==> config.mk <==
export PLATFORM = sky130hd
export DESIGN_NAME = evt_nest_ctrl
export DESIGN_NICKNAME = d
export VERILOG_FILES = /design/src/rtl/evt_pkg.sv /design/src/rtl/evt_arbiter.sv /design/src/rtl/evt_retcheck.sv /design/src/rtl/evt_nest_ctrl.sv
export SDC_FILE = /design/constraint.sdc
export NUM_CORES = 1
export LEC_CHECK = 0
export BUFFER_PORTS_ARGS = -buffer_cell sky130_fd_sc_hd__buf_2
export CORE_AREA = 2 2 264 266
export CTS_CLUSTER_DIAMETER = 120
export DETAILED_ROUTE_END_ITERATION = 6
export DIE_AREA = 0 0 266 268
export PLACE_DENSITY = 0.38
export SETUP_SLACK_MARGIN = 0.2
export SYNTH_ARGS = -nofsm -noshare
export SYNTH_HDL_FRONTEND = slang
export SYNTH_SLANG_ARGS = --single-unit
==> constraint.sdc <==
create_clock -name clk -period 5.7 [get_ports clk]
set_input_delay 1.14 -clock clk [delete_from_list [all_inputs] [get_ports clk]]
set_output_delay 1.14 -clock clk [all_outputs]
set_load 0.03 [all_outputs]
==> src/rtl/evt_pkg.sv <==
package evt_pkg;

    localparam int NLVL      = 16;
    localparam int LW        = 5;
    localparam logic [LW-1:0] LVL_USER = 5'd16;
    localparam logic [LW-1:0] LVL_DBG  = 5'd0;
    localparam logic [LW-1:0] LVL_RST  = 5'd1;
    localparam logic [LW-1:0] LVL_NMI  = 5'd2;
    localparam logic [LW-1:0] LVL_EXC  = 5'd3;
    localparam logic [LW-1:0] LVL_GDIS = 5'd4;
    localparam logic [LW-1:0] LVL_GEN  = 5'd5;
    localparam logic [NLVL-1:0] UNMASKABLE = 16'h000F;
    localparam logic [NLVL-1:0] GDIS_BIT   = 16'h0010;
    localparam logic [NLVL-1:0] OVR_KEEP   = 16'hFF80;
    localparam logic [NLVL-1:0] PEND_RESET = 16'h0002;

    typedef enum logic [1:0] {
        RC_DBG = 2'd0,
        RC_NMI = 2'd1,
        RC_EXC = 2'd2,
        RC_INT = 2'd3
    } ret_cls_e;

    typedef struct packed {
        logic            take;
        logic            dbl;
        logic            nest;
        logic [LW-1:0]   lvl;
    } pick_t;

    typedef struct packed {
        logic            ok;
        ret_cls_e        cls;
        logic [LW-1:0]   tgt;
    } retchk_t;

    function automatic logic [LW-1:0] first_set(input logic [NLVL-1:0] v);
        logic [LW-1:0] r;
        r = LVL_USER;
        for (int i = NLVL - 1; i >= 0; i--) begin
            if (v[i]) r = LW'(i);
        end
        return r;
    endfunction

endpackage

==> src/rtl/evt_arbiter.sv <==
module evt_arbiter
    import evt_pkg::*;
(
    input  logic [NLVL-1:0] req_vec,
    input  logic [NLVL-1:0] mask,
    input  logic [NLVL-1:0] pend,
    input  logic            self_nest,
    output logic [LW-1:0]   cur,
    output pick_t           pick
);
    logic [NLVL-1:0] cand;
    logic [LW-1:0]   k;
    logic            user_mode;
    logic            gdis;

    always_comb begin
        cur       = first_set(pend & ~GDIS_BIT);
        cand      = req_vec & (mask | UNMASKABLE) & ~GDIS_BIT;
        k         = first_set(cand);
        user_mode = (cur == LVL_USER);
        gdis      = pend[LVL_GDIS[3:0]];
        pick      = '0;
        pick.lvl  = k;
        if (k == LVL_USER) begin
            pick.take = 1'b0;
        end else if (k <= LVL_RST) begin
            pick.take = 1'b1;
        end else if (k <= LVL_EXC) begin
            if (k < cur) pick.take = 1'b1;
            else         pick.dbl  = 1'b1;
        end else if ((!gdis || user_mode) &&
                     ((k < cur) || ((k == cur) && self_nest))) begin
            pick.take = 1'b1;
            pick.nest = (k == cur);
        end
    end
endmodule

==> src/rtl/evt_retcheck.sv <==
module evt_retcheck
    import evt_pkg::*;
(
    input  logic          ret_valid,
    input  logic [1:0]    ret_class,
    input  logic [LW-1:0] cur,
    output retchk_t       chk
);
    always_comb begin
        chk     = '0;
        chk.cls = ret_cls_e'(ret_class);
        unique case (chk.cls)
            RC_DBG: begin chk.tgt = LVL_DBG; chk.ok = (cur == LVL_DBG); end
            RC_NMI: begin chk.tgt = LVL_NMI; chk.ok = (cur == LVL_NMI); end
            RC_EXC: begin chk.tgt = LVL_EXC; chk.ok = (cur == LVL_EXC); end
            default: begin
                chk.tgt = cur;
                chk.ok  = (cur != LVL_DBG) && (cur != LVL_NMI) &&
                          (cur != LVL_EXC) && (cur != LVL_USER);
            end
        endcase
        if (!ret_valid) chk.ok = 1'b0;
    end
endmodule

==> src/rtl/evt_nest_ctrl.sv <==
module evt_nest_ctrl
    import evt_pkg::*;
#(
    parameter int AW = 32,
    parameter int CW = 6,
    parameter int SVC_LIMIT = 32
) (
    input  logic               clk,
    input  logic               rst,
    input  logic [NLVL-1:0]    ev_req,
    input  logic               ret_valid,
    input  logic [1:0]         ret_class,
    input  logic [AW-1:0]      cur_pc,
    input  logic [AW-1:0]      next_pc,
    input  logic [CW-1:0]      exc_cause,
    input  logic [NLVL*AW-1:0] vec_table,
    input  logic               mask_we,
    input  logic [NLVL-1:0]    mask_wd,
    input  logic               ovr_we,
    input  logic [NLVL-1:0]    ovr_wd,
    input  logic               self_nest,
    input  logic               irq_reenable,
    output logic               pc_load,
    output logic [AW-1:0]      pc_new,
    output logic [LW-1:0]      cur_level,
    output logic               dbl_fault,
    output logic               ill_ret
);
    localparam int NCLS = 4;
    localparam logic [CW-1:0] SVC_CAUSE = CW'(SVC_LIMIT);

    logic [NLVL-1:0] latch_q, mask_q, ovr_q, pend_q;
    logic [NLVL-1:0] latch_d, pend_d, req_vec;
    logic [AW-1:0]   rreg_q [NCLS];
    logic [AW-1:0]   rreg_d [NCLS];
    logic [AW-1:0]   pc_d, rsel;
    logic            load_d, ill_d, dbl_d;
    logic [LW-1:0]   cur;
    pick_t           pick;
    retchk_t         chk;

    assign req_vec = latch_q | (ev_req & ~GDIS_BIT);

    evt_arbiter u_arb (
        .req_vec   (req_vec),
        .mask      (mask_q),
        .pend      (pend_q),
        .self_nest (self_nest),
        .cur       (cur),
        .pick      (pick)
    );

    evt_retcheck u_ret (
        .ret_valid (ret_valid),
        .ret_class (ret_class),
        .cur       (cur),
        .chk       (chk)
    );

    always_comb begin
        latch_d = req_vec;
        pend_d  = pend_q;
        pc_d    = pc_new;
        load_d  = 1'b0;
        ill_d   = 1'b0;
        dbl_d   = dbl_fault;
        rsel    = rreg_q[chk.cls];
        for (int c = 0; c < NCLS; c++) rreg_d[c] = rreg_q[c];
        if (irq_reenable) pend_d[LVL_GDIS[3:0]] = 1'b0;
        if (ret_valid) begin
            if (!chk.ok) begin
                ill_d = 1'b1;
            end else begin
                load_d = 1'b1;
                pc_d   = {rsel[AW-1:1], 1'b0};
                if (!rsel[0]) pend_d[chk.tgt[3:0]] = 1'b0;
                if (chk.tgt >= LVL_GEN || chk.tgt == LVL_RST)
                    pend_d[LVL_GDIS[3:0]] = 1'b0;
            end
        end else if (pick.take) begin
            load_d = 1'b1;
            pend_d[pick.lvl[3:0]]  = 1'b1;
            latch_d[pick.lvl[3:0]] = 1'b0;
            pc_d = ovr_q[pick.lvl[3:0]] ? vec_table[LVL_RST*AW +: AW]
                                        : vec_table[pick.lvl[3:0]*AW +: AW];
            if (pick.lvl >= LVL_GEN) begin
                pend_d[LVL_GDIS[3:0]] = 1'b1;
                rreg_d[RC_INT] = {cur_pc[AW-1:1], cur_pc[0] | pick.nest};
            end else if (pick.lvl == LVL_DBG) begin
                rreg_d[RC_DBG] = cur_pc;
            end else if (pick.lvl == LVL_NMI) begin
                rreg_d[RC_NMI] = cur_pc;
            end else if (pick.lvl == LVL_EXC) begin
                rreg_d[RC_EXC] = (exc_cause >= SVC_CAUSE) ? cur_pc : next_pc;
            end
        end else if (pick.dbl) begin
            dbl_d = 1'b1;
            latch_d[pick.lvl[3:0]] = 1'b0;
        end
    end

    always_ff @(posedge clk) begin
        if (rst) begin
            latch_q   <= '0;
            mask_q    <= '0;
            ovr_q     <= '0;
            pend_q    <= PEND_RESET;
            pc_load   <= 1'b0;
            pc_new    <= '0;
            ill_ret   <= 1'b0;
            dbl_fault <= 1'b0;
            for (int c = 0; c < NCLS; c++) rreg_q[c] <= '0;
        end else begin
            latch_q   <= latch_d;
            pend_q    <= pend_d;
            pc_load   <= load_d;
            pc_new    <= pc_d;
            ill_ret   <= ill_d;
            dbl_fault <= dbl_d;
            for (int c = 0; c < NCLS; c++) rreg_q[c] <= rreg_d[c];
            if (mask_we) mask_q <= mask_wd;
            if (ovr_we)  ovr_q  <= ovr_wd & OVR_KEEP;
        end
    end

    assign cur_level = cur;

    p_reset_pending_r1: assert property (@(posedge clk) disable iff (rst)
        $past(rst) |-> (pend_q == PEND_RESET && !pc_load));

    p_gdis_on_entry_r4: assert property (@(posedge clk) disable iff (rst)
        (pc_load && cur_level >= LVL_GEN && cur_level != LVL_USER && !$past(ret_valid))
        |-> pend_q[LVL_GDIS[3:0]]);

    p_dbl_sticky_r5: assert property (@(posedge clk) disable iff (rst)
        $past(dbl_fault) |-> dbl_fault);

    p_illegal_no_load_r8: assert property (@(posedge clk) disable iff (rst)
        ill_ret |-> (!pc_load && $stable(pend_q)));

    p_ovr_low_clear_r10: assert property (@(posedge clk) disable iff (rst)
        ovr_q[6:0] == 7'd0);
endmodule

==> results.toml <==
[hold_path]
worstHoldStart = "latch_q[7]"
holdCritPathClass = "reg -> reg"

[clocking]
cts_tree = "yes"
htree_levels = 1
clock_latency_ns = 0.56
cts_post_setup_buffers_inserted = 0
hold_buffers = 0
numCtsBuffers = 27
path_clk_slew_ns = 0.06
cts_num_sinks = 214
clockBufferDepth = 3
post_cts_resize_count = 0
cts_root_buffer = "clkbuf_16"

[timing]
period_minus_slack_ns = 4.53
fin_crit_sh = 0.795
relSlewSlack = 0.184
finalSetupViolCount = 0
tightest_slew_ns = 1.22
skew_ns = 0.0137
hold_viol = 0
fin_setup_tns_ns = 0
rsz0062_at_grt = "false"
slew_viol_final = 0
fmax_mhz = 221

[finish]
final_nets = 2693
final_cell_mix = "659 x buf_2, 128 x edfxtp_1, 119 x mux2i_1"
drive_above_1_share = 0.428
layout_commonest_cell = "buf_2"
finalInstanceArea_sq_mm = 0.0196
instances_no_fill = 2973
area_delta_synth_final_pct = 38.1

[grt]
grt-ovfl-total = 0
grt_pass1_wl_microns = 121000
grt_max_degree = 115
antenna_found_initial = 54
first_global_vias = 15155
track_usage = 0.241

[detailed_routing]
ant_nets = 0
drc = 3
drt-total-wl_microns = 90600
drtPass1Iterations = 7
routedWlPerCell_microns = 30.5
vias_per_cell = 5.20
drt_first_iter_violations = 1502
vias = 15466

[outcome]
outcome = "complete, but fails checks"
failed_checks = "DRC"

[placed_design]
place_area_sq_mm = 0.0187
placed_cells = 2899
hpwl_microns = 72000
port_buffers = 660
place_congestion = 0.899

[floorplan]
rows = 96
io_pins = 679
coreArea_sq_mm = 0.0682
start_util = 0.209
fp.dieH_microns = 268
die_area_sq_mm = 0.0713
die_w_microns = 266

[worst_setup_path]
path_buf_inv = 1
slowest_stage = "or3_2"
crit_fanout = 7
crit_arrival_ns = 5.00
crit_start = "ev_req[12]"
crit_chain = "buf_2, o21ai_0, nand4_1, nor4_2, ha_1, and3_1, o21a_1, o22ai_1, a311oi_1, or3_2, nor3_2, a21oi_1, a211oi_1"
slowest_delay_ns = 0.53
crit_type = "in -> reg"
crit_family = "simple AND/OR/NAND/NOR gates"
start_kind = "input pin"
rrSetupSlack_ns = 1.33
worst-endpoint-required_ns = 6.17
worst_setup_path_end_kind = "flip-flop"
crit-reg2reg-launch = "pend_q[10]"

[power_and_ir_drop]
p_int_mw = 3.14
power_density_mw_per_mm2 = 231
power_leakage_nw = 8.73
clockPowerShare = 0.370
combPwrFrac = 0.240
switching_share = 0.310
p_switching_mw = 1.41
p_seq_frac = 0.389
ir_drop_uv = 210

[synth]
synth_area_sq_mm = 0.0142
netlist_instances = 1426
ys_types = 74
synthFlopType = "edfxtp_1"
synth_top_cell_area_share = 0.270
seq_area_frac_synth = 0.391
postSynthNetCount = 2073
avgSynthCellArea_sq_um = 9.98
synth_top_cell_by_area = "edfxtp_1"
ys_ff_latch = 214
synth_edf_count = 128
yosys-top-cells-area = "edfxtp_1 27%, dfxtp_1 12%, mux2i_1 8.4%"
ys_async_sr_fraction = 0
ys_warn_count = 0

[job]
max_cap_violations = 0
kinds of logic after synthesis:
| group | after synthesis | synth area share |
|---|---|---|
| adders and majority gates | 8 | 0.00703 |
| muxes | 193 | 0.168 |
| and+or+nand+nor | 450 | 0.165 |
| AOI/OAI and AO/OA | 407 | 0.224 |
| buffers and inverters | 154 | 0.0455 |
| DFF | 214 | 0.391 |
layer usage:
layer,GRT usage,vias to the layer above,part of all wire
li1,-,6936,-
met1,0.314,7668,0.43
met2,0.392,701,0.47
met3,0.0643,131,0.079
met4,0.0680,30,0.022
met5,0,-,0.0021
area by class of cell:
type,instances,area [sq um]
fillers,7415,48600
multi-input cells,1058,8150
flip-flops and latches,214,5570
repair buffers,719,3810
well taps,882,1100
clock buffers,34,743
clock inverters,15,110
inverters,26,97.6
diodes,25,62.6
per-stage QoR:
stage	power [mW]	worst slack, ns	utilization	hold slack (ns)
CTS	4.59	1.20	0.287	0.480
global placement	2.89	0.676	0.275	0.472
finish	4.55	1.17	0.288	0.479
floorplan	2.32	0.516	-	0.452
global route	4.72	0.920	0.288	0.521
detailed placement	2.90	0.640	0.275	0.471
state kept, by name, indices dropped and copies added, names as in the netlist:
register and count:
mask_q 11, pc_load 1, latch_q 15, pend_q 16, ill_ret 1, dbl_fault 1, rreg_q 128, ovr_q 9
pc_new 32
path summary, 6_finish.rpt:
check / endpoint / cells after the start
setup / recovery: pend_q[3] / 13
hold / removal: latch_q[7] / 2
setup reg to reg: pend_q[3] / 14
hold reg to reg: latch_q[7] / 2
worst register-to-register path, stage by stage (launching register included):
cell       delay (ns)
dfxtp_1          0.36
nor2_1           0.12
o31ai_1          0.09
a2111oi_0        0.84
nor2_1           0.29
inv_1            0.14
ha_1             0.24
nor2b_1          0.13
o21a_1           0.18
o22ai_1          0.22
a311oi_1         0.20
or3_2            0.53
nor3_2           0.53
a21oi_1          0.16
a211oi_1         0.23
cells in the mapped netlist, drive strengths merged, types with 28 or more instances:
master / instances
buf: 42
a211oi: 28
o221ai: 29
clkbuf: 86
mux2: 42
nand2: 120
and3: 84
a21o: 41
edfxtp: 128
a21oi: 31
mux4: 32
nand3: 41
o211ai: 33
and2: 37
o21ai: 44
nor2: 91
a222oi: 58
dfxtp: 86
mux2i: 119
power by group through the flow:
| stage | logic (mW) | registers (mW) | clock network, mW |
|---|---|---|---|
| final | 1.09 | 1.77 | 1.68 |
| after floorplan | 0.477 | 1.84 | 0 |
| after global placement | 1.09 | 1.80 | 0 |
| after global routing | 1.16 | 1.78 | 1.78 |
| after CTS | 1.10 | 1.77 | 1.73 |
| after detailed placement | 1.09 | 1.80 | 0 |
Note: power is estimated with default switching activity, not from simulation.
